==> config.mk <==
export PLATFORM = sky130hd
export DESIGN_NAME = errlog_retire
export DESIGN_NICKNAME = d
export VERILOG_FILES = /design/src/rtl/errlog_pkg.sv /design/src/rtl/errlog_cell.sv /design/src/rtl/errlog_rdport.sv /design/src/rtl/errlog_retire.sv
export SDC_FILE = /design/constraint.sdc
export NUM_CORES = 1
export LEC_CHECK = 0
export ABC_AREA = 1
export BUFFER_PORTS_ARGS = -buffer_cell sky130_fd_sc_hd__buf_2
export CORE_MARGIN = 2
export CORE_UTILIZATION = 30
export CTS_BUF_LIST = sky130_fd_sc_hd__clkbuf_2
export DETAILED_ROUTE_END_ITERATION = 7
export PLACE_DENSITY_LB_ADDON = 0.08
export REMOVE_ABC_BUFFERS = 1
export SKIP_LAST_GASP = 1
export SLEW_MARGIN = 20
export SYNTH_ARGS = -nofsm -noshare
export SYNTH_HDL_FRONTEND = slang
export SYNTH_SLANG_ARGS = --single-unit
==> constraint.sdc <==
create_clock -name clk -period 6.7 [get_ports clk]
set_input_delay 0.335 -clock clk [delete_from_list [all_inputs] [get_ports clk]]
set_output_delay 0.335 -clock clk [all_outputs]
set_load 0.03 [all_outputs]
==> src/rtl/errlog_pkg.sv <==
package errlog_pkg;
  typedef enum logic {
    EV_CORR   = 1'b0,
    EV_UNCORR = 1'b1
  } evt_kind_e;
endpackage

==> src/rtl/errlog_cell.sv <==
module errlog_cell #(
  parameter int CNT_W = 8
) (
  input  logic             clk,
  input  logic             rst_n,
  input  logic             clr,
  input  logic             hit,
  input  errlog_pkg::evt_kind_e kind,
  input  logic [CNT_W-1:0] thr,
  output logic [CNT_W-1:0] cnt,
  output logic             retired
);
  localparam logic [CNT_W-1:0] CNT_MAX = {CNT_W{1'b1}};

  logic [CNT_W-1:0] cnt_q;
  logic [CNT_W-1:0] cnt_nxt;
  logic             ret_q;
  logic             ret_set;

  // Saturating increment
  always_comb begin
    cnt_nxt = (cnt_q == CNT_MAX) ? cnt_q : cnt_q + CNT_W'(1);
    ret_set = (kind == errlog_pkg::EV_UNCORR) || (cnt_nxt > thr);
  end

  always_ff @(posedge clk) begin
    if (!rst_n) begin
      cnt_q <= '0;
      ret_q <= 1'b0;
    end else if (clr) begin
      cnt_q <= '0;
      ret_q <= 1'b0;
    end else if (hit) begin
      cnt_q <= cnt_nxt;
      if (ret_set) ret_q <= 1'b1;
    end
  end

  assign cnt     = cnt_q;
  assign retired = ret_q;

  a_r3_saturate: assert property (@(posedge clk) disable iff (!rst_n)
    (hit && !clr && cnt == CNT_MAX) |=> (cnt == CNT_MAX));

  a_r6_sticky: assert property (@(posedge clk) disable iff (!rst_n)
    (retired && !clr) |=> retired);

  a_r7_clear: assert property (@(posedge clk) disable iff (!rst_n)
    clr |=> (cnt == '0 && !retired));

  a_r5_uncorr: assert property (@(posedge clk) disable iff (!rst_n)
    (hit && !clr && kind == errlog_pkg::EV_UNCORR) |=> retired);

  a_r4_equal_no_retire: assert property (@(posedge clk) disable iff (!rst_n)
    (hit && !clr && kind == errlog_pkg::EV_CORR && !retired &&
     ({1'b0, cnt} + (CNT_W+1)'(1) <= {1'b0, thr})) |=> !retired);

  a_r11_idle_hold: assert property (@(posedge clk) disable iff (!rst_n)
    (!hit && !clr) |=> ($stable(cnt) && $stable(retired)));
endmodule

==> src/rtl/errlog_rdport.sv <==
module errlog_rdport #(
  parameter int NUM_BLK = 16,
  parameter int CNT_W   = 8,
  localparam int IDX_W  = (NUM_BLK > 1) ? $clog2(NUM_BLK) : 1
) (
  input  logic             clk,
  input  logic             rst_n,
  input  logic             rd_en,
  input  logic [IDX_W-1:0] rd_blk,
  input  logic [CNT_W-1:0] cnt_all [NUM_BLK],
  input  logic [NUM_BLK-1:0] ret_all,
  output logic             rd_valid,
  output logic [CNT_W-1:0] rd_cnt,
  output logic             rd_retired
);
  logic [CNT_W-1:0] sel_cnt;
  logic             sel_ret;

  always_comb begin
    sel_cnt = '0;
    sel_ret = 1'b0;
    for (int i = 0; i < NUM_BLK; i++) begin
      if (rd_blk == IDX_W'(i)) begin
        sel_cnt = cnt_all[i];
        sel_ret = ret_all[i];
      end
    end
  end

  always_ff @(posedge clk) begin
    if (!rst_n) begin
      rd_valid   <= 1'b0;
      rd_cnt     <= '0;
      rd_retired <= 1'b0;
    end else begin
      rd_valid <= rd_en;
      if (rd_en) begin
        rd_cnt     <= sel_cnt;
        rd_retired <= sel_ret;
      end
    end
  end

  a_r9_latency: assert property (@(posedge clk) disable iff (!rst_n)
    rd_en |=> rd_valid);

  a_r9_idle: assert property (@(posedge clk) disable iff (!rst_n)
    !rd_en |=> !rd_valid);
endmodule

==> src/rtl/errlog_retire.sv <==
module errlog_retire #(
  parameter int NUM_BLK  = 16,
  parameter int CNT_W    = 8,
  parameter int THR_INIT = 8,
  localparam int IDX_W   = (NUM_BLK > 1) ? $clog2(NUM_BLK) : 1
) (
  input  logic             clk,
  input  logic             rst_n,
  input  logic             evt_valid,
  output logic             evt_ready,
  input  logic [IDX_W-1:0] evt_blk,
  input  logic             evt_uncorr,
  input  logic             thr_wr,
  input  logic [CNT_W-1:0] thr_wdata,
  input  logic             clr_all,
  input  logic             rd_en,
  input  logic [IDX_W-1:0] rd_blk,
  output logic             rd_valid,
  output logic [CNT_W-1:0] rd_cnt,
  output logic             rd_retired,
  output logic             any_retired
);
  import errlog_pkg::*;

  logic [CNT_W-1:0]   thr_q;
  logic [CNT_W-1:0]   cnt_all [NUM_BLK];
  logic [NUM_BLK-1:0] ret_all;
  evt_kind_e          kind;

  assign evt_ready = 1'b1;
  assign kind      = evt_uncorr ? EV_UNCORR : EV_CORR;

  always_ff @(posedge clk) begin
    if (!rst_n)      thr_q <= CNT_W'(THR_INIT);
    else if (thr_wr) thr_q <= thr_wdata;
  end

  for (genvar g = 0; g < NUM_BLK; g++) begin : g_blk
    logic hit;
    assign hit = evt_valid && evt_ready && (evt_blk == IDX_W'(g));
    errlog_cell #(.CNT_W(CNT_W)) u_cell (
      .clk     (clk),
      .rst_n   (rst_n),
      .clr     (clr_all),
      .hit     (hit),
      .kind    (kind),
      .thr     (thr_q),
      .cnt     (cnt_all[g]),
      .retired (ret_all[g])
    );
  end

  errlog_rdport #(.NUM_BLK(NUM_BLK), .CNT_W(CNT_W)) u_rd (
    .clk        (clk),
    .rst_n      (rst_n),
    .rd_en      (rd_en),
    .rd_blk     (rd_blk),
    .cnt_all    (cnt_all),
    .ret_all    (ret_all),
    .rd_valid   (rd_valid),
    .rd_cnt     (rd_cnt),
    .rd_retired (rd_retired)
  );

  assign any_retired = |ret_all;

  a_r7_clear_any: assert property (@(posedge clk) disable iff (!rst_n)
    clr_all |=> !any_retired);

  a_r8_thr_load: assert property (@(posedge clk) disable iff (!rst_n)
    thr_wr |=> (thr_q == $past(thr_wdata)));

  a_r8_thr_hold: assert property (@(posedge clk) disable iff (!rst_n)
    !thr_wr |=> $stable(thr_q));

  a_r10_any_sticky: assert property (@(posedge clk) disable iff (!rst_n)
    (any_retired && !clr_all) |=> any_retired);
endmodule

After elaboration in Yosys (flattened, before gate mapping)
Cells that the tools add are included.
{ "op_classes": {"muxes": 49, "n_eq_ne": 46, "n_lt_le_gt_ge": 16, "n_addsub": 16, "reduce_logical": 52, "bitwise_logic": 1} }
{ "op_table": {"columns": ["op", "count"], "rows": [
  ["2-to-1 mux 8 bit", 32],
  ["adder 8 x 1 -> 8 bit, second input constant", 16],
  ["== test 8 bit, second input constant", 16],
  ["> comparator 8 bit", 16],
  ["== test 4 bit, second input constant", 16],
  ["== test 4 x 3 -> 1 bit, second input constant", 8],
  ["AND reduction 2 bit", 16],
  ["2-to-1 mux 1 bit", 17],
  ["== test 4 x 2 -> 1 bit, second input constant", 4],
  ["logical AND 1 bit", 16],
  ["logical OR 1 bit", 16],
  ["OR reduction 16 bit", 1],
  ["== test 4 x 1 -> 1 bit, second input constant", 2],
  ["logical NOT 4 bit", 2],
  ["OR reduction 2 bit", 1],
  ["inverter 1 bit", 1]
]} }
{ "totals": {"wordCells": 216, "in_bits": 23, "regBits": 162} }

Depth between registers and ports, before layout
Gate-level depths: netlist of the first run.
{ "logic_depth": {"depth_word": 17, "depth_mapped": 19, "depth_no_buf": 19} }

Modules after synthesis
A second synthesis of the first run with hierarchy kept.
{ "hier_totals": {"cells_unflattened": 2368, "hier_area_um2": 14412.6} }
{ "modules_own_cells": {"columns": ["mod", "n_inst", "seq_area_each_um2", "area_each_um2", "cells_each"], "rows": [
  ["errlog_cell", 16, 180.2, 769.5, 122],
  ["errlog_rdport", 1, 200.2, 1647.8, 337],
  ["errlog_retire", 1, 160.2, 452.9, 79]
]} }

Least setup slack after synthesis of the first run
Ideal clock, no wire load.
{ "synth_timing": {"path_type": "reg2reg", "from": "reg g_blk[4].u_cell.cnt_q[0]", "to": "reg g_blk[4].u_cell.ret_q", "path_slack_ps": 4238, "synth_period_minus_slack_ps": 2462, "required_ps": 6572, "path_buffers": 0, "path_stages_with_launch": 15, "arrival_ps": 2335, "path_cell_list": "dfxtp_1 -> ha_1 -> nand2_1 -> nor3_1 -> nand3_2 -> o21ai_0 -> ha_1 -> a21oi_1 -> nor2_1 -> a211oi_1 -> o221ai_1 -> o21ai_0 -> nand2_1 -> a21oi_1 -> nor2_1"} }
{ "synth_between": {"elab_chain_cells": 5, "elab_cells_between_ends": 6} }
{ "synth_lines": {"columns": ["element", "line_no", "text"], "rows": [
  ["start, declared", "errlog_cell.sv:15", "logic [CNT_W-1:0] cnt_q;"],
  ["start signal, assigned", "errlog_cell.sv:34", "cnt_q <= cnt_nxt;"],
  ["adder 8 x 1 -> 8 bit / == test 8 bit (equally long branches)", "errlog_cell.sv:22", "cnt_nxt = (cnt_q == CNT_MAX) ? cnt_q : cnt_q + CNT_W'(1);"],
  ["2-to-1 mux 8 bit (*)", "errlog_cell.sv:22", null],
  ["via g_blk[4].u_cell.cnt_nxt[1]", "errlog_cell.sv:16", "logic [CNT_W-1:0] cnt_nxt;"],
  ["> comparator 8 bit (*)", "errlog_cell.sv:23", "ret_set = (kind == errlog_pkg::EV_UNCORR) || (cnt_nxt > thr);"],
  ["logical OR 1 bit (*)", "errlog_cell.sv:23", null],
  ["AND reduction 2 bit (no line) (*)", null, null],
  ["end signal, assigned", "errlog_cell.sv:29", "ret_q <= 1'b0;"],
  ["end signal, assigned", "errlog_cell.sv:32", "ret_q <= 1'b0;"],
  ["end signal, assigned", "errlog_cell.sv:35", "if (ret_set) ret_q <= 1'b1;"],
  ["end, declared", "errlog_cell.sv:17", "logic ret_q;"]
]} }
Mark *: on every way through the listed nets, which the timed path passes. The rest lies on a longest branch.
A chain may end at the register's enable or synchronous reset.

Worst setup path in the final report of the first run
Ends and elaborated chain as after synthesis.

==> results by stage, run 1 <==
Status:
- The flow ran to the end, and the final reports show no timing, DRC or antenna violations.

Timing:
- The setup total negative slack is 0 ns.
- For the pin with the worst max-slew slack, the measured transition is 1.11 ns.
- Of the available clock period, the critical path in the final layout requires 0.452.
- Once routing completed, OpenROAD measured the worst setup slack at 3.67 ns.
- The minimum clock period is 3.03 ns.
- The headroom to the max-slew limit is 0.256.
- Setup violations remaining at the end of the flow were counted as 0.
- Derived from the worst setup path, the maximum achievable clock frequency is 0.331 GHz.
- Setup repair after global routing left no endpoint under its margin.
- The final-report hold violation count was 0.
- The max-slew violation count is 0.
- The clock tree skew after final layout is 0.0486 ns.

GRT:
- The first global-routing pass estimated 66200 um of wire.
- For this run the aggregate overflow at the end of global routing stands at 0.
- The number of global-route vias before repair is 11600.
- The number of antenna violations at the first check in global routing came to 1.
- Entering global routing, the biggest net connects 75 pins.
- The total global routing track utilization is 0.201.

Place:
- The post-placement setup slack is 3.69 ns.
- Detailed placement finished with a half-perimeter wire length of 30700 um.
- Including well taps, the total number of placed cells is 2402.
- The count of buffers from port buffering is 33.
- The congestion estimate from routability-driven global placement came to 0.803.

Synth:
- The biggest area contributor in the post-synthesis netlist is sky130_fd_sc_hd__dfxtp_1.
- The average instance in the mapped netlist occupies 6.70 um^2.
- For this run, the register share of the synthesized area comes to 0.260.
- The fraction of synthesized cell area taken by the top area cell type is 0.260.
- In this run, distinct cell masters in the synthesized netlist total 34.
- Synthesis inferred 162 register bits.
- Ranked by total cell area, the synthesized netlist is headed by sky130_fd_sc_hd__dfxtp_1 26%, sky130_fd_sc_hd__ha_1 14%, sky130_fd_sc_hd__inv_1 9.9%.
- The area of the mapped netlist is 0.0125 mm^2.
- The synthesized instance count is 1861.
- The Yosys step of the flow raised 0 warnings.

Floorplanning:
- The initial utilization of the core area, before any placement, comes to 0.305.
- During I/O placement, the number of pins put on the boundary was 35.
- The core footprint is 0.0409 mm^2.
- The floorplan step set the die height to 208 um.
- The width of the die is 208 um.
- The die covers 0.0432 mm^2.
- The standard-cell row count is 74.

Final layout:
- The signed area change from the synthesized netlist to the final layout is 12.1%.
- The final layout contains 2107 nets.
- The utilization of the core after routing is 0.342.
- The share of cells above drive strength 1 is 0.0604.
- The total of fill cells in the finished design is 4524.
- The count of placed standard cells in the final layout, fillers left out is 2488.

Hold path:
- In this run the worst hold path is classified as in -> reg.

Clock network:
- The latest clock arrival within the worst-skew pair is 1.06 ns.
- The CTS sink count is 162.
- The clock buffer count from CTS is 17.
- Once the clock tree was built, the resizer swapped 0 gates to a different size.
- TritonCTS built the clock tree.
- In this run the number of H-tree levels came out at 4.
- The root buffer cell chosen for the clock tree is sky130_fd_sc_hd__clkbuf_2.
- Clock-pin slew was measured on the worst setup and hold paths at 0.24 ns.
- The maximum clock path buffer count is 2.

Critical path:
- The critical path goes through ha_1 > nand2_1 > nor3_1 > nand3_2 > o21ai_0 > ha_1 > a21oi_1 > nor2_1 > a211oi_1 > o221ai_1 > o21ai_0 > nand2_1 > a21oi_1 > nor2_1.
- Of all nets on the critical path, the largest fanout is 10.
- STA puts the critical path data required time at 7.61 ns.
- The type of origin of the critical path is a register.
- The critical path buffer and inverter count is 0.
- At the worst endpoint, the arrival time is 3.94 ns.
- The critical path start-end classification is reg -> reg.
- The kind of cell with the highest combined delay along the critical path is compound AO/OA/AOI/OAI gates.
- The largest individual stage delay along the critical path comes from the cell sky130_fd_sc_hd__dfxtp_1.
- STA classifies the critical path endpoint as a register.
- The maximum cell stage delay along the critical path is 0.43 ns.

Detailed routing:
- For this block, the initial DRC count from the detailed router was 638.
- The detail route stage leaves a number of antenna-violating nets equal to 0.
- The average via count per standard cell is 4.89.
- The DRC violation count after routing is 0.
- The sum of routed wire length over all layers is 42700 um.
- The number of vias after detailed routing is 12200.
- The number of detailed-route iterations in the first pass is 5.
- The routed length per placed instance is 17.2 um.

Flow run:
- Across the run, the number of max-cap violations was 0.

Power:
- The static power due to leakage is 6.48 nW.
- VDD sags by at most 0.105 mV.
- The areal power density over the cells is 135 mW/mm^2.
## kinds of logic (layout without fill, tap and decap cells)
kind of cell / after synthesis / after routing / synth area share
simple gates: 661 / 661 / 0.233
compound gates: 437 / 437 / 0.192
buf+inv: 377 / 469 / 0.115
flops: 162 / 162 / 0.260
fa+ha+maj: 144 / 144 / 0.145
xor+xnor: 79 / 79 / 0.0555
other cells: 1 / 4 / 0.000301
## repair_timing
| item | in CTS | in global routing |
|---|---|---|
| hold buffers | 51 | 0 |
| setup buffers | 0 | 0 |
| hold endpoints to repair | 77 | 0 |
## placed cells by master (no fill, tap or decap), types with 5 or more instances in the layout
| cell | instances |
|---|---|
| sky130_fd_sc_hd__a211oi_1 | 16 |
| sky130_fd_sc_hd__a21oi_1 | 195 |
| sky130_fd_sc_hd__a221oi_1 | 12 |
| sky130_fd_sc_hd__a31oi_1 | 17 |
| sky130_fd_sc_hd__buf_2 | 33 |
| sky130_fd_sc_hd__buf_4 | 9 |
| sky130_fd_sc_hd__clkbuf_2 | 18 |
| sky130_fd_sc_hd__clkinv_1 | 5 |
| sky130_fd_sc_hd__clkinv_2 | 5 |
| sky130_fd_sc_hd__dfxtp_1 | 161 |
| sky130_fd_sc_hd__dlygate4sd3_1 | 51 |
| sky130_fd_sc_hd__ha_1 | 144 |
| sky130_fd_sc_hd__inv_1 | 329 |
| sky130_fd_sc_hd__inv_2 | 10 |
| sky130_fd_sc_hd__nand2_1 | 323 |
| sky130_fd_sc_hd__nand3_1 | 34 |
| sky130_fd_sc_hd__nand3_2 | 11 |
| sky130_fd_sc_hd__nand4_1 | 43 |
| sky130_fd_sc_hd__nor2_1 | 167 |
| sky130_fd_sc_hd__nor2_2 | 6 |
| sky130_fd_sc_hd__nor3_1 | 53 |
| sky130_fd_sc_hd__nor4_1 | 8 |
| sky130_fd_sc_hd__o211ai_1 | 15 |
| sky130_fd_sc_hd__o21ai_0 | 151 |
| sky130_fd_sc_hd__o21ai_1 | 15 |
| sky130_fd_sc_hd__o41ai_1 | 13 |
| sky130_fd_sc_hd__xnor2_1 | 14 |
| sky130_fd_sc_hd__xor2_1 | 65 |
## final timing paths
check                              start                 endpoint  slack (ns)  depth (start not counted)
hold / removal                     rst_n          u_rd.rd_retired        0.14                          4
setup reg to reg  g_blk[4].u_cell.cnt[0]  g_blk[4].u_cell.retired        3.67                         14
setup / recovery  g_blk[4].u_cell.cnt[0]  g_blk[4].u_cell.retired        3.67                         14
hold reg to reg           u_rd.rd_cnt[4]           u_rd.rd_cnt[4]        0.48                          2
## area by class of cell
class	instances	area (um^2)	share of cell area
Inverter	344	1290	0.0926
Clock inverter	14	140	0.0100
Multi-Input combinational cell	1322	7790	0.558
Sequential cell	162	3240	0.232
Tap cell	532	666	0.0476
Timing Repair Buffer	93	743	0.0532
Antenna cell	3	7.51	0.000537
Clock buffer	18	90.1	0.00645
## metal layers
layer  GRT usage  up-vias  wire length [um]
met5           0        -                 0
met2       0.323      178             19200
met1       0.278     5626             21400
li1            -     6332                 -
met3      0.0333       25              1590
met4      0.0514        0               486
## worst register-to-register path: cells and delay by family (launching register included)
family	cells	cell delay, ns
simple gates	6	0.87
flops	1	0.43
compound gates	6	1.09
fa+ha+maj	2	0.53
## report_power, final
part / leakage (nW) / internal [mW] / total (mW) / switching, mW
combinational: 5.02 / 0.0941 / 0.288 / 0.194
clock: 0.145 / 0.173 / 0.600 / 0.427
sequential: 1.31 / 0.979 / 0.994 / 0.0143
## registers in the layout, summed over array words and instances (netlist names)
| name | count |
|---|---|
| g_blk.u_cell.cnt | 128 |
| g_blk.u_cell.retired | 16 |
| thr_q | 8 |
| u_rd.rd_cnt | 8 |
| u_rd.rd_retired | 1 |
| u_rd.rd_valid | 1 |
## through the flow
| stage | area, um^2 | hold WS, ns | power (mW) |
|---|---|---|---|
| floorplan | 12300 | 0.428 | 1.17 |
| global placement | 13200 | 0.453 | 1.28 |
| detailed placement | 13200 | 0.455 | 1.28 |
| CTS | 14000 | 0.00494 | 1.92 |
| global route | 14000 | 0.0808 | 1.99 |
| finish | 14000 | 0.145 | 1.88 |
## cells in the mapped netlist
library cell                 n
sky130_fd_sc_hd__inv_1     330
sky130_fd_sc_hd__nand2_1   323
sky130_fd_sc_hd__a21oi_1   195
sky130_fd_sc_hd__nor2_1    167
sky130_fd_sc_hd__dfxtp_1   162
sky130_fd_sc_hd__o21ai_0   151
sky130_fd_sc_hd__ha_1      144
sky130_fd_sc_hd__xor2_1     65
sky130_fd_sc_hd__nor3_1     53
sky130_fd_sc_hd__nand4_1    43
sky130_fd_sc_hd__nand3_1    34
sky130_fd_sc_hd__clkbuf_1   20
sky130_fd_sc_hd__a31oi_1    17
sky130_fd_sc_hd__a211oi_1   16
sky130_fd_sc_hd__o211ai_1   15
sky130_fd_sc_hd__o21ai_1    15
sky130_fd_sc_hd__xnor2_1    14
sky130_fd_sc_hd__o41ai_1    13
sky130_fd_sc_hd__a221oi_1   12
sky130_fd_sc_hd__buf_2      11
sky130_fd_sc_hd__nand3_2    11
sky130_fd_sc_hd__inv_2      10
sky130_fd_sc_hd__nor4_1      8
sky130_fd_sc_hd__nor2_2      7
sky130_fd_sc_hd__clkinv_1    4
sky130_fd_sc_hd__nor4_2      4
sky130_fd_sc_hd__nand2_2     3
sky130_fd_sc_hd__nor2_4      3
sky130_fd_sc_hd__o221ai_1    3
sky130_fd_sc_hd__buf_4       2
sky130_fd_sc_hd__nor3_2      2
sky130_fd_sc_hd__or2_2       2
sky130_fd_sc_hd__conb_1      1
sky130_fd_sc_hd__nor3_4      1
Note: power is estimated with default switching activity, not from simulation.
==> inputs of run 2 (changes only) <==
clock period = 3.04 ns   (was 6.7 ns; I/O delays follow)
==> results by stage, run 2 (synthesized netlist as in run 1, its figures left out) <==
Status:
- The flow ran to the end, and the final reports show no timing, DRC or antenna violations.

Detailed routing:
- The routed length per placed instance was 17.1 um (-0.41%).
- The average via count per standard cell is 4.86 (-0.54%).
- The sum of routed wire length over all layers is 43100 um (+0.99%).
- The number of vias after detailed routing is 12300 (+0.86%).
- The number of detailed-route iterations in the first pass is 4 (-1).
- The final antenna-violating net count was 0 (unchanged).
- The number of DRC markers after the initial detailed-route iteration is 665 (+4.2%).
- The DRC violation count after routing is 0 (unchanged).

Timing:
- The upper clock frequency limit is 0.354 GHz (+7.0%).
- The minimum clock period is 2.83 ns (-0.198 ns).
- The clock tree skew after final layout was 0.0548 ns (+0.00624 ns).
- The setup-violating endpoint count in the final report was 0 (unchanged).
- The final-report hold violation count is 0 (unchanged).
- The slew of the pin with the lowest slew margin was 0.829 ns (-0.285 ns).
- The max-slew violation count came to 0 (unchanged).
- Setup repair after global routing could not meet its margin everywhere.
- The worst setup margin was 0.212 ns (-3.46 ns).
- The post-route fraction of the period consumed by the critical path is 0.930 (+0.479).
- The headroom to the max-slew limit was 0.447 (+0.191).

Final layout:
- The most common library cell in the layout ignoring fill and taps is sky130_fd_sc_hd__inv_1.
- The share of cells above drive strength 1 is 0.0880 (+0.0276).
- The signed area change from the synthesized netlist to the final layout is 15.9%.
- The final-stage net count was 2142 (+1.7%).
- In the layout the commonest cells are 328 x sky130_fd_sc_hd__inv_1, 321 x sky130_fd_sc_hd__nand2_1, 195 x sky130_fd_sc_hd__a21oi_1.
- The finished layout cell area is 0.0145 mm^2 (+3.4%).
- The number of flip-flops under the largest register name was 128 (unchanged).

Critical path:
- The maximum cell stage delay along the critical path is 0.45 ns (+0.02 ns).
- By startpoint and endpoint, the worst setup path is classified as reg -> reg.
- The critical-path maximum fanout is 9 (-1).
- The required arrival time at the worst endpoint came to 3.99 ns (-3.62 ns).
- The worst setup path is captured at a register.
- Walking the worst path, the cells encountered are ha_1 > nand2_1 > nor3_2 > nand3_2 > o21ai_0 > ha_1 > a21oi_1 > nor2_1 > a211oi_1 > o221ai_1 > o21ai_0 > nand2_1 > a21oi_1 > nor2_1.
- The type of origin of the critical path is a register.
- The cell with the largest stage delay on the worst path is sky130_fd_sc_hd__dfxtp_1.
- The data arrival at the endpoint of the critical path is 3.78 ns (-0.16 ns).

GRT:
- The total global routing track utilization came to 0.202 (+0.00142).
- The number of global-route vias before repair came to 11700 (+1.3%).
- The wire length of the first global-routing pass is 66800 um (+0.92%).
- The sum of overflow across all layers after global routing is 0 (unchanged).
- The number of antenna violations at the first check in global routing came to 2 (+1).
- The pin count of the biggest net entering global routing is 58 (-23%).

Hold path:
- The path class of the tightest hold or removal check is in -> reg.

Power:
- The largest voltage drop on the vdd net came to 0.194 mV (+85%).
- The static power due to leakage is 6.70 nW (+3.4%).
- The areal power density over the cells is 294 mW/mm^2 (+120%).

Clock network:
- The CTS sink count is 162 (unchanged).
- The maximum clock path buffer count is 2 (unchanged).
- The latest clock arrival within the worst-skew pair is 1.04 ns (-0.02 ns).
- The TritonCTS clock tree is built.
- The clock tree root buffer cell is sky130_fd_sc_hd__clkbuf_2.
- The clock transition at the registers of the reported paths is 0.27 ns (+0.03 ns).
- The count of H-tree levels built during CTS is 4 (unchanged).
- The clock buffer count from CTS is 17 (unchanged).

Place:
- The HPWL after detailed placement is 31400 um (+2.1%).
- The instance area at placement was 0.0134 mm^2 (+1.5%).
- The count of buffers from port buffering is 33 (unchanged).
- The final estimated routing congestion in global placement is 0.842 (+4.9%).
- The post-placement setup slack came to 0.0571 ns (-3.63 ns).

Floorplanning:
- The total die area is 0.0432 mm^2 (unchanged).
- The standard-cell row count came to 74 (unchanged).
- The width of the die is 208 um (unchanged).
- The chip height is 208 um (unchanged).
- The core footprint is 0.0409 mm^2 (unchanged).
- The effective utilization at floorplan is 0.305 (unchanged).
- The count of boundary I/O pins was 35 (unchanged).

Flow run:
- The number of maximum-capacitance constraint violations is 0 (unchanged).
==> run 2: cell count changes in the layout (fill, tap and decap cells not counted), sizes merged <==
cell	before	now
clkbuf	18	22
clkinvlp	1	3
dlygate4sd3	51	60
clkinv	14	8
inv	341	340
buf	42	68
bufinv	2	3
==> run 2: final cells by class <==
| class | count | area [um^2] |
|---|---|---|
| flip-flops and latches | 162 | 3260 |
| inverters | 344 | 1290 |
| fillers | 4459 | 26500 |
| well taps | 532 | 666 |
| diodes | 3 | 7.51 |
| clock buffers | 22 | 110 |
| multi-input cells | 1322 | 7920 |
| repair buffers | 128 | 1070 |
| clock inverters | 10 | 135 |
==> run 2: critical path, delay by kind of cell, from the launching register on <==
family	cells	cell delay [ns]
compound gates	6	1.06
simple gates	6	0.72
fa+ha+maj	2	0.53
flops	1	0.45
==> run 2: routing by layer <==
layer / global-route usage / wire [um] / up-vias
met4: 0.0609 / 855 / 0
met2: 0.325 / 19500 / 160
li1: - / - / 6413
met5: 0 / 0 / -
met1: 0.276 / 21600 / 5650
met3: 0.0343 / 1130 / 42
==> run 2: through the flow <==
step	hold WS (ns)	cells	setup TNS, ns	total power [mW]	util
floorplan	0.245	1828	0	2.58	-
global placement	0.381	2423	0	2.83	0.328
detailed placement	0.381	2423	0	2.84	0.328
CTS	0.0166	2515	0	4.32	0.349
global route	0.0945	2523	-0.153	4.50	0.353
finish	0.138	2523	0	4.25	0.353
==> run 2: path summary, 6_finish.rpt <==
kind / startpoint / to / slack [ns] / cells after the start
setup / recovery: g_blk[4].u_cell.cnt[0] / g_blk[4].u_cell.retired / 0.21 / 14
hold / removal: rd_en / u_rd.rd_cnt[4] / 0.14 / 5
setup reg to reg: g_blk[4].u_cell.cnt[0] / g_blk[4].u_cell.retired / 0.21 / 14
hold reg to reg: u_rd.rd_cnt[0] / u_rd.rd_cnt[0] / 0.48 / 2
==> run 2: where the power goes <==
group / total, mW / internal, mW / switching (mW)
Combinational: 0.682 / 0.233 / 0.449
Sequential: 2.18 / 2.16 / 0.0205
Clock: 1.39 / 0.471 / 0.919
Total: 4.25 / 2.86 / 1.39
==> run 2: repair_timing <==
action	4_1_cts	5_1_grt
setup endpoints to repair	0	15
hold endpoints to repair	162	0
buffers inserted	0	5
hold buffers	60	0
resized for setup	0	43
==> inputs of run 3 (changes only) <==
CORE_UTILIZATION = 60   (was 30)
==> results by stage, run 3 (synthesized netlist as in run 1, its figures left out) <==
Clock network:
- The clock buffer count from CTS is 17 (unchanged).
- The CTS sink count is 162 (unchanged).
- TritonCTS built the clock tree.
- The maximum clock path buffer count came to 2 (unchanged).
- The clock transition at the registers of the reported paths is 0.22 ns (-0.05 ns).
- The clock tree root buffer cell is sky130_fd_sc_hd__clkbuf_2.
- The latest clock arrival within the worst-skew pair is 0.75 ns (-0.29 ns).
- The count of H-tree levels built during CTS is 4 (unchanged).

Floorplanning:
- The effective utilization at floorplan came to 0.614 (+0.310).
- The core footprint is 0.0203 mm^2 (-50%).
- The chip height is 148 um (-29%).
- The total die area is 0.0219 mm^2 (-49%).
- The width of the die was 148 um (-29%).
- The standard-cell row count came to 52 (-30%).
- The count of boundary I/O pins is 35 (unchanged).

Final layout:
- The total of fill cells in the finished design is 1868 (-58%).
- The share of cells above drive strength 1 is 0.0780 (-0.0101).
- Relative to the synthesized area, the layout overhead comes to 8.86%.
- The number of flip-flops under the largest register name is 128 (unchanged).
- The count of placed standard cells in the final layout, fillers left out is 2208 (-12%).
- The most common library cell in the layout ignoring fill and taps is sky130_fd_sc_hd__inv_1.
- The final-stage net count is 2092 (-2.3%).
- In the layout the commonest cells are 329 x sky130_fd_sc_hd__inv_1, 321 x sky130_fd_sc_hd__nand2_1, 195 x sky130_fd_sc_hd__a21oi_1.
- The area occupied by registers is 0.00326 mm^2 (-0.12%).
- The area used by multi-input combinational logic was 0.00788 mm^2 (-0.47%).
- The utilization of the core after routing came to 0.669 (+0.315).

GRT:
- The sum of overflow across all layers after global routing is 0 (unchanged).
- The number of global-route vias before repair is 11500 (-2.2%).
- The wire length of the first global-routing pass is 57400 um (-14%).
- The number of antenna violations at the first check in global routing is 1 (-1).
- The total global routing track utilization is 0.328 (+0.126).
- The pin count of the biggest net entering global routing came to 87 (+50%).

Power:
- The sequential power share is 0.558 (+0.046).
- The largest voltage drop on the vdd net is 0.299 mV (+54%).
- The cell-internal power is 2.65 mW (-7.5%).
- The net switching power was 1.27 mW (-8.4%).
- The clock group share of total power was 0.287 (-0.040).
- The static power due to leakage was 6.41 nW (-4.2%).
- The switching power share of the total was 0.325 (-0.00222).
- The areal power density over the cells is 289 mW/mm^2 (-1.8%).
- The combinational share of power is 0.155 (-0.005).

Timing:
- The worst hold margin is 0.0937 ns (-0.0443 ns).
- The post-route fraction of the period consumed by the critical path is 0.928 (-0.00208).
- The headroom to the max-slew limit was 0.333 (-0.114).
- The worst setup margin is 0.218 ns (+0.00633 ns).
- The clock tree skew after final layout came to 0.0427 ns (-0.0121 ns).
- The max-slew violation count is 0 (unchanged).
- The minimum clock period is 2.82 ns (-0.00633 ns).
- The setup total negative slack came to 0 ns (unchanged).
- The final-report hold violation count came to 0 (unchanged).
- The slew of the pin with the lowest slew margin is 1.00 ns (+0.170 ns).
- The upper clock frequency limit is 0.354 GHz (+0.22%).
- Setup repair after global routing could not meet its margin everywhere.
- The setup-violating endpoint count in the final report was 0 (unchanged).

Critical path:
- The required arrival time at the worst endpoint came to 3.66 ns (-0.33 ns).
- Counting stages on the worst path, the most repeated cell is sky130_fd_sc_hd__a21oi_1.
- The slack of the worst reg-to-reg path is 0.22 ns (about the same).
- The data arrival at the endpoint of the critical path is 3.45 ns (-0.33 ns).
- The maximum cell stage delay along the critical path is 0.41 ns (-0.04 ns).
- The worst setup path is captured at a register.
- Traced cell by cell, the critical path runs through ha_1 > nand2_1 > nor3_2 > nand3_2 > nand2_1 > nor2_1 > a21oi_1 > ha_1 > a21oi_1 > o21ai_0 > a21oi_1 > o21ai_0 > o41ai_2 > nand2_1 > a21oi_1 > nor2_1.
- The cell with the largest stage delay on the worst path is sky130_fd_sc_hd__dfxtp_1.
- The critical path start-end classification is reg -> reg.
- The type of origin of the critical path is a register.
- The critical-path maximum fanout is 9 (unchanged).

Detailed routing:
- The number of DRC markers after the initial detailed-route iteration is 1210 (+82%).
- The sum of routed wire length over all layers is 36300 um (-16%).
- The final antenna-violating net count is 0 (unchanged).
- The DRC violation count after routing was 0 (unchanged).
- The number of detailed-route iterations in the first pass is 6 (+2).
- The average via count per standard cell is 5.76 (+18%).
- The routed length per placed instance is 16.4 um (-3.9%).
- The number of vias after detailed routing is 12700 (+3.6%).

Place:
- The post-placement setup slack is 0.152 ns (+0.0949 ns).
- The total placed cells including tap cells is 2149 (-11%).
- The final estimated routing congestion in global placement is 0.984 (+17%).
- The HPWL after detailed placement is 26600 um (-15%).
- The count of buffers from port buffering is 33 (unchanged).

Status:
- The run finished with clean final reports.

Flow run:
- The number of maximum-capacitance constraint violations is 0 (unchanged).

Hold path:
- The path type of the worst min-delay path is in -> reg.
## run 3: cell count changes in the layout (fill, tap and decap cells not counted), sizes merged, moves of 2 or more
cell,before,now
clkinv,8,12
dlygate4sd3,60,24
clkbuf,22,18
diode,3,1
bufinv,3,1
buf,68,54
## run 3: layout make-up
type | instances | area share
Multi-Input combinational cell | 1322 | 0.581
Sequential cell | 162 | 0.240
Inverter | 344 | 0.0952
Timing Repair Buffer | 78 | 0.0443
Tap cell | 270 | 0.0249
Clock inverter | 13 | 0.00830
Clock buffer | 18 | 0.00664
Antenna cell | 1 | 0.000184
## run 3: what timing repair did
action,CTS,global route
hold buffers,24,0
resized for setup,0,31
buffers inserted,0,3
endpoints found under the setup margin,0,15
hold endpoints to repair,75,0
## run 3: power groups by stage
stage	combinational, mW	sequential, mW	clock, mW
2_1_floorplan	0.356	2.22	0
3_3_place_gp	0.553	2.22	0
4_1_cts	0.596	2.18	1.14
5_1_grt	0.677	2.19	1.22
3_5_place_dp	0.570	2.22	0
6_report	0.609	2.18	1.12
## run 3: path summary, 6_finish.rpt
check                              start                 endpoint  depth (start not counted)
setup / recovery  g_blk[7].u_cell.cnt[0]  g_blk[7].u_cell.retired                         16
hold / removal                evt_blk[1]  g_blk[7].u_cell.retired                          5
setup reg to reg  g_blk[7].u_cell.cnt[0]  g_blk[7].u_cell.retired                         16
hold reg to reg           u_rd.rd_cnt[3]           u_rd.rd_cnt[3]                          2
## run 3: critical path: cells and delay by family (launching register included)
kind                       cells  cell delay, ns
and+or+nand+nor                7            0.97
AOI/OAI and AO/OA              7            0.87
adders and majority gates      2            0.49
DFF                            1            0.41
## run 3: through the flow
step           power, mW  cell area [um^2]
2_1_floorplan       2.58             12300
3_3_place_gp        2.78             13000
3_5_place_dp        2.79             13000
4_1_cts             3.92             13400
5_1_grt             4.09             13600
6_report            3.92             13600
## run 3: metal layers
metal  wire length, um  share of wire  GRT usage  vias to the layer above
met5                 0              0          0                        -
met4              1010          0.028      0.109                        0
met3              2890          0.080     0.0580                       75
met2             16100           0.44      0.523                      492
met1             16300           0.45      0.450                     5842
li1                  -              -          -                     6300
